==> src/rtl/sclk_pkg.sv <==
package sclk_pkg;
    localparam int M_W        = 4;
    localparam int N_W        = 3;
    localparam int CFG_W      = 8;
    localparam int M_LSB      = 3;
    localparam int N_LSB      = 0;
    localparam int PHASES     = 10;
    localparam int LOW_PHASES = 5;
    localparam int CHG_PHASE  = 2;
    localparam int SMP_PHASE  = 7;
    localparam int PH_W       = $clog2(PHASES);
    localparam int PRE_W      = (1 << N_W) + 1;
    localparam int GAP_W      = PRE_W + M_W + 1;

    typedef struct packed {
        logic [M_W-1:0] m;
        logic [N_W-1:0] n;
    } rate_cfg_t;

    function automatic rate_cfg_t decode_cfg(input logic [CFG_W-1:0] w);
        rate_cfg_t r;
        r.m = w[M_LSB +: M_W];
        r.n = w[N_LSB +: N_W];
        return r;
    endfunction

    function automatic logic [PH_W-1:0] next_phase(input logic [PH_W-1:0] p);
        return (p == PH_W'(PHASES - 1)) ? '0 : p + PH_W'(1);
    endfunction

    function automatic logic [GAP_W-1:0] tick_period(input rate_cfg_t c, input int base_sh);
        return (GAP_W'(c.m) + GAP_W'(1)) << (GAP_W'(c.n) + GAP_W'(base_sh));
    endfunction
endpackage

==> src/rtl/sclk_prescaler.sv <==
module sclk_prescaler
    import sclk_pkg::*;
#(
    parameter int BASE_X2 = 0
) (
    input  logic           clk,
    input  logic           rst,
    input  logic           clr,
    input  logic [N_W-1:0] n,
    output logic           pre_stb
);
    logic [N_W:0]     shift;
    logic [PRE_W-1:0] limit_m1;
    logic [PRE_W-1:0] pcnt;

    generate
        if (BASE_X2 != 0) begin : g_base2
            assign shift = {1'b0, n} + (N_W+1)'(1);
        end else begin : g_base1
            assign shift = {1'b0, n};
        end
    endgenerate

    assign limit_m1 = (PRE_W'(1) << shift) - PRE_W'(1);
    assign pre_stb  = !clr && (pcnt == limit_m1);

    always_ff @(posedge clk) begin
        if (rst || clr)            pcnt <= '0;
        else if (pcnt == limit_m1) pcnt <= '0;
        else                       pcnt <= pcnt + PRE_W'(1);
    end

    // prescale count stays inside the selected power-of-two window
    assert_pre_bound_R2: assert property (@(posedge clk) disable iff (rst)
        pcnt <= limit_m1);
endmodule

==> src/rtl/sclk_lindiv.sv <==
module sclk_lindiv
    import sclk_pkg::*;
(
    input  logic           clk,
    input  logic           rst,
    input  logic           clr,
    input  logic           pre_stb,
    input  logic [M_W-1:0] m,
    output logic           tick
);
    logic [M_W-1:0] mcnt;

    assign tick = pre_stb && (mcnt == m);

    always_ff @(posedge clk) begin
        if (rst || clr)   mcnt <= '0;
        else if (pre_stb) mcnt <= (mcnt == m) ? '0 : mcnt + M_W'(1);
    end

    // linear stage never counts past the multiplier
    assert_lin_bound_R2: assert property (@(posedge clk) disable iff (rst)
        mcnt <= m);
    // a cleared divider issues no tick in the clearing cycle
    assert_clr_quiet_R7: assert property (@(posedge clk) disable iff (rst)
        clr |-> !tick);
endmodule

==> src/rtl/sclk_phase_seq.sv <==
module sclk_phase_seq
    import sclk_pkg::*;
(
    input  logic            clk,
    input  logic            rst,
    input  logic            adv,
    output logic            phase_tick,
    output logic [PH_W-1:0] phase_idx,
    output logic            scl_low,
    output logic            sda_change,
    output logic            sda_sample
);
    logic [PH_W-1:0] nxt;

    assign nxt = next_phase(phase_idx);

    always_ff @(posedge clk) begin
        if (rst) begin
            phase_idx  <= '0;
            phase_tick <= 1'b0;
            scl_low    <= 1'b1;
            sda_change <= 1'b0;
            sda_sample <= 1'b0;
        end else if (adv) begin
            phase_idx  <= nxt;
            phase_tick <= 1'b1;
            scl_low    <= (nxt < PH_W'(LOW_PHASES));
            sda_change <= (nxt == PH_W'(CHG_PHASE));
            sda_sample <= (nxt == PH_W'(SMP_PHASE));
        end else begin
            phase_tick <= 1'b0;
            sda_change <= 1'b0;
            sda_sample <= 1'b0;
        end
    end

    assert_step_R4: assert property (@(posedge clk) disable iff (rst)
        phase_tick |-> phase_idx == next_phase($past(phase_idx)));
    assert_hold_R4: assert property (@(posedge clk) disable iff (rst)
        !phase_tick |-> $stable(phase_idx));
    assert_range_R4: assert property (@(posedge clk) disable iff (rst)
        phase_idx < PH_W'(PHASES));
    assert_scl_half_R5: assert property (@(posedge clk) disable iff (rst)
        scl_low == (phase_idx < PH_W'(LOW_PHASES)));
    assert_chg_R6: assert property (@(posedge clk) disable iff (rst)
        sda_change |-> (phase_tick && phase_idx == PH_W'(CHG_PHASE)));
    assert_smp_R6: assert property (@(posedge clk) disable iff (rst)
        sda_sample |-> (phase_tick && phase_idx == PH_W'(SMP_PHASE)));
    assert_excl_R6: assert property (@(posedge clk) disable iff (rst)
        $onehot0({sda_change, sda_sample}));
endmodule

==> src/rtl/sclk_rate_gen.sv <==
module sclk_rate_gen
    import sclk_pkg::*;
#(
    parameter int BASE_X2 = 0
) (
    input  logic             clk,
    input  logic             rst,
    input  logic             cfg_we,
    input  logic [CFG_W-1:0] cfg_wdata,
    output logic             phase_tick,
    output logic [PH_W-1:0]  phase_idx,
    output logic             scl_low,
    output logic             sda_change,
    output logic             sda_sample
);
    localparam int BASE_SH = (BASE_X2 != 0) ? 1 : 0;

    rate_cfg_t cfg_q;
    logic      pre_stb;
    logic      div_tick;

    always_ff @(posedge clk) begin
        if (rst)         cfg_q <= '0;
        else if (cfg_we) cfg_q <= decode_cfg(cfg_wdata);
    end

    sclk_prescaler #(.BASE_X2(BASE_X2)) u_pre (
        .clk(clk), .rst(rst), .clr(cfg_we), .n(cfg_q.n), .pre_stb(pre_stb)
    );

    sclk_lindiv u_lin (
        .clk(clk), .rst(rst), .clr(cfg_we), .pre_stb(pre_stb),
        .m(cfg_q.m), .tick(div_tick)
    );

    sclk_phase_seq u_seq (
        .clk(clk), .rst(rst), .adv(div_tick),
        .phase_tick(phase_tick), .phase_idx(phase_idx), .scl_low(scl_low),
        .sda_change(sda_change), .sda_sample(sda_sample)
    );

    // Cycle-gap monitor on the output tick for the period checks
    logic [GAP_W-1:0] gap_q;
    logic [GAP_W-1:0] period;

    assign period = tick_period(cfg_q, BASE_SH);

    always_ff @(posedge clk) begin
        if (rst || cfg_we)   gap_q <= '0;
        else if (phase_tick) gap_q <= GAP_W'(1);
        else                 gap_q <= gap_q + GAP_W'(1);
    end

    assert_gap_exact_R2: assert property (@(posedge clk) disable iff (rst)
        phase_tick |-> gap_q == period);
    assert_gap_bound_R7: assert property (@(posedge clk) disable iff (rst)
        !phase_tick |-> gap_q < period);
endmodule

==> config.mk <==
export PLATFORM = sky130hd
export DESIGN_NAME = sclk_rate_gen
export DESIGN_NICKNAME = d
export VERILOG_FILES = /design/src/rtl/sclk_pkg.sv /design/src/rtl/sclk_prescaler.sv /design/src/rtl/sclk_lindiv.sv /design/src/rtl/sclk_phase_seq.sv /design/src/rtl/sclk_rate_gen.sv
export SDC_FILE = /design/constraint.sdc
export NUM_CORES = 1
export LEC_CHECK = 0
export ABC_AREA = 1
export BUFFER_PORTS_ARGS = -buffer_cell sky130_fd_sc_hd__buf_2
export CORE_UTILIZATION = 50
export CTS_CLUSTER_DIAMETER = 150
export DETAILED_ROUTE_END_ITERATION = 12
export PLACE_DENSITY_LB_ADDON = 0.12
export SYNTH_ARGS = -nofsm -noshare
export SYNTH_HDL_FRONTEND = slang
export SYNTH_SLANG_ARGS = --single-unit
==> constraint.sdc <==
create_clock -name clk -period 1.7 [get_ports clk]
set_input_delay 0.51 -clock clk [delete_from_list [all_inputs] [get_ports clk]]
set_output_delay 0.51 -clock clk [all_outputs]
set_load 0.005 [all_outputs]
==> metrics.md <==
| Metric | Value |
|---|---|
| Clock skew | `slightly below 0.007 ns` |
| GRT Total Usage | `approximately 20%` |
| Via count | `1298` |
| Max-Slew Margin vs Limit | `79.3%` |
| Post-CTS Hold Buffers | `0` |
| Largest area contributor in the netlist | `dfxtp_1` |
| Run status | `completed` |
| CTS Buf Count | `3` |
| Iteration-0 DRC Markers | `49` |
| Worst hold margin | `between 0.4 and 0.5 ns` |
| Pin count of the biggest net entering global routing | `17` |
| Synthesized flop and latch total | `28` |
| Pre-antenna DRT Iters | `5` |
| Die W | `roughly 55 µm` |
| Setup crit end kind | `flop` |
| Max Cap Viol | `0` |
| Worst Hold Class | `in -> reg` |
| Final Cell Area | `approximately 1600 µm²` |
| Slew @ Worst Pin | `0.310 ns` |
| Dpl hpwl | `between 2 and 2.5 mm` |
| CP startpoint kind | `flop` |
| Grt ovf | `0` |
| I/O Buffers | `17` |
| CP arrival | `approximately 1.8 ns` |
| # setup viols final | `0` |
| Fmax | `around 640 MHz` |
| First-pass GRT wire length | `between 4 and 5 mm` |
| Area growth syn-to-layout | `14.7%` |
| Worst IR Drop VDD | `approximately 0.53 mV` |
| Nets | `~240` |
| ANT nets after route | `0` |
| DRC viols | `0` |
| Routed length per instance | `~10 µm` |
| Io pins | `19` |
| Initial antenna violation count | `0` |
| Placed cell area | `around 1600 µm²` |
| Sequential fraction of the synthesis area | `39.6%` |
| Worst skew pair latency | `0.32 ns` |
| Synth area leaders | `dfxtp_1 40%, nand2_1 14%, nor2_1 9.0%` |
| CTS tree | `yes` |
| Longest Clk Path Bufs | `2` |
| RePlAce Congestion | `0.772` |
| Critical path fanouts, max | `10` |
| Antenna cells | `0` |
| Yosys warnings | `0` |
| Vias in the first global route | `between 1000 and 1500` |
| Setup WS pre-CTS | `~0.094 ns` |
| P per Cell Area | `between 800 and 900 nW/µm²` |
| Core Box Area | `2570 µm²` |
| Post-Syn Nets | `about 220` |
| Unrepaired setup endpoints after global routing | `yes` |
| Max-slew violation count | `0` |
| CTS clk-pin slew, worst paths | `around 0.15 ns` |
| Final hold violation count | `0` |
| Cell count after synthesis | `about 210` |
| Vias per cell | `approximately 5` |
| Tcrit/Tclk final | `91.7%` |
| Die Y | `roughly 55 µm` |
| DRT Wirelength | `about 2.7 mm` |
| Data required time of the worst path | `between 1.5 and 2 ns` |
| Share of layout cells above drive strength 1 | `between 10% and 20%` |
| Die Area | `between 3000 and 4000 µm²` |
| Initial Utilization | `55.2%` |
| Cell Area, Synth | `~1400 µm²` |
| Critical path class | `reg -> reg` |
| Pleak | `between 0.7 and 0.8 nW` |
| FF+latch area | `564 µm²` |
| Fin crit period | `~1.6 ns` |
| Setup ws final | `~0.14 ns` |
| Fill count | `between 200 and 300` |
| CTS H-Tree Depth | `1` |
| Yosys cell types | `21` |
| Row cnt | `18` |
| Root Buffer | `clkbuf_4` |
| Syn Area/Cell | `between 6 and 7 µm²` |
| Multi-input logic area | `761 µm²` |
| Top cell type's share of synthesized area | `between 30% and 40%` |
| Num Clock Sinks | `28` |
synthesized netlist by cell type, drive strengths merged:
cell	instances
nand2	57
nand4	4
inv	27
nor2	38
a21oi	8
nor3b	1
xor2	5
nor3	3
ha	2
dfxtp	28
xnor2	7
nand3	14
nand3b	1
o21ai	9
clkbuf	2
critical path: stages (launching register included):
cell and delay [ns]:
dfxtp_2 0.39, inv_2 0.12, nand2_1 0.08, nand2_1 0.06, nand2_1 0.04, nor2_1 0.10
nand2_2 0.10, nor2_4 0.12, nand4_4 0.21, a21oi_1 0.19, nand2_1 0.06
final cells by class:
class	count	share of cell area, %
flip-flops and latches	28	34.7
multi-input cells	149	46.8
clock inverters	1	1.85
clock buffers	3	1.39
inverters	27	6.24
repair buffers	20	6.63
well taps	30	2.31
sequential cells by signal, summed over array words and instances (netlist names):
signal            count
cfg_q                 7
u_lin.mcnt            4
u_pre.pcnt            9
u_seq.phase_idx       4
u_seq.phase_tick      1
u_seq.scl_low         1
u_seq.sda_change      1
u_seq.sda_sample      1
cell families (layout without fill, tap and decap cells):
logic type	after synthesis	in the layout	synth area share (%)
xor+xnor	12	12	7.42
buf+inv	29	51	7.69
fa+ha+maj	2	2	1.77
compound gates	17	17	6.01
flops	28	28	39.6
simple gates	118	118	37.5
per-stage QoR:
step / total power [mW] / std cells / setup TNS, ns / util, %
finish: 1.31 / 258 / 0 / 63.3
global route: 1.38 / 258 / -0.0306 / 63.3
CTS: 1.32 / 258 / 0 / 62.6
detailed placement: 0.884 / 254 / 0 / 60.5
global placement: 0.879 / 254 / 0 / 60.5
floorplan: 0.832 / 206 / 0 / -
per-layer routing:
layer / global-route usage (%) / part of all wire (%)
met1: 23.7 / 48
met2: 34.1 / 49
met3: 3.04 / 2.2
met4: 8.21 / 0.56
met5: 0 / 0
cell usage in the layout (no fill, tap or decap):
cell,synthesis,layout
nand2_1,53,52
nor2_1,34,34
inv_1,25,25
dfxtp_1,28,25
buf_2,0,17
nand3_1,14,14
o21ai_0,9,9
a21oi_1,8,8
xnor2_1,7,7
xor2_1,5,5
nand2_2,4,5
nand4_1,3,3
dfxtp_2,0,3
clkbuf_4,0,3
buf_4,0,3
inv_2,2,2
nor2_4,2,2
nor3_1,2,2
nor2_2,2,2
ha_1,2,2
nor3b_2,0,1
nand4_4,1,1
nor3_4,0,1
nand3b_1,1,1
bufinv_16,0,1
report_power, final:
part | total [mW] | switching [mW] | internal, mW
logic | 0.179 | 0.113 | 0.0662
registers | 0.699 | 0.0210 | 0.678
clock network | 0.428 | 0.190 | 0.238
total | 1.31 | 0.324 | 0.983
worst paths after layout:
path,from,endpoint,slack [ns],depth (start not counted)
max,cfg_q[2],u_seq.scl_low,0.14,10
min,cfg_wdata[6],cfg_q[6],0.41,3
max reg2reg,cfg_q[2],u_seq.scl_low,0.14,10
min reg2reg,u_seq.scl_low,u_seq.scl_low,0.49,2
repair_timing:
item | CTS | global route
buffers inserted | 0 | 0
endpoints found under the hold margin | 0 | 0
resized for setup | 0 | 6
setup endpoints to repair | 0 | 20
No activity file was read; power rests on OpenSTA's default activity.
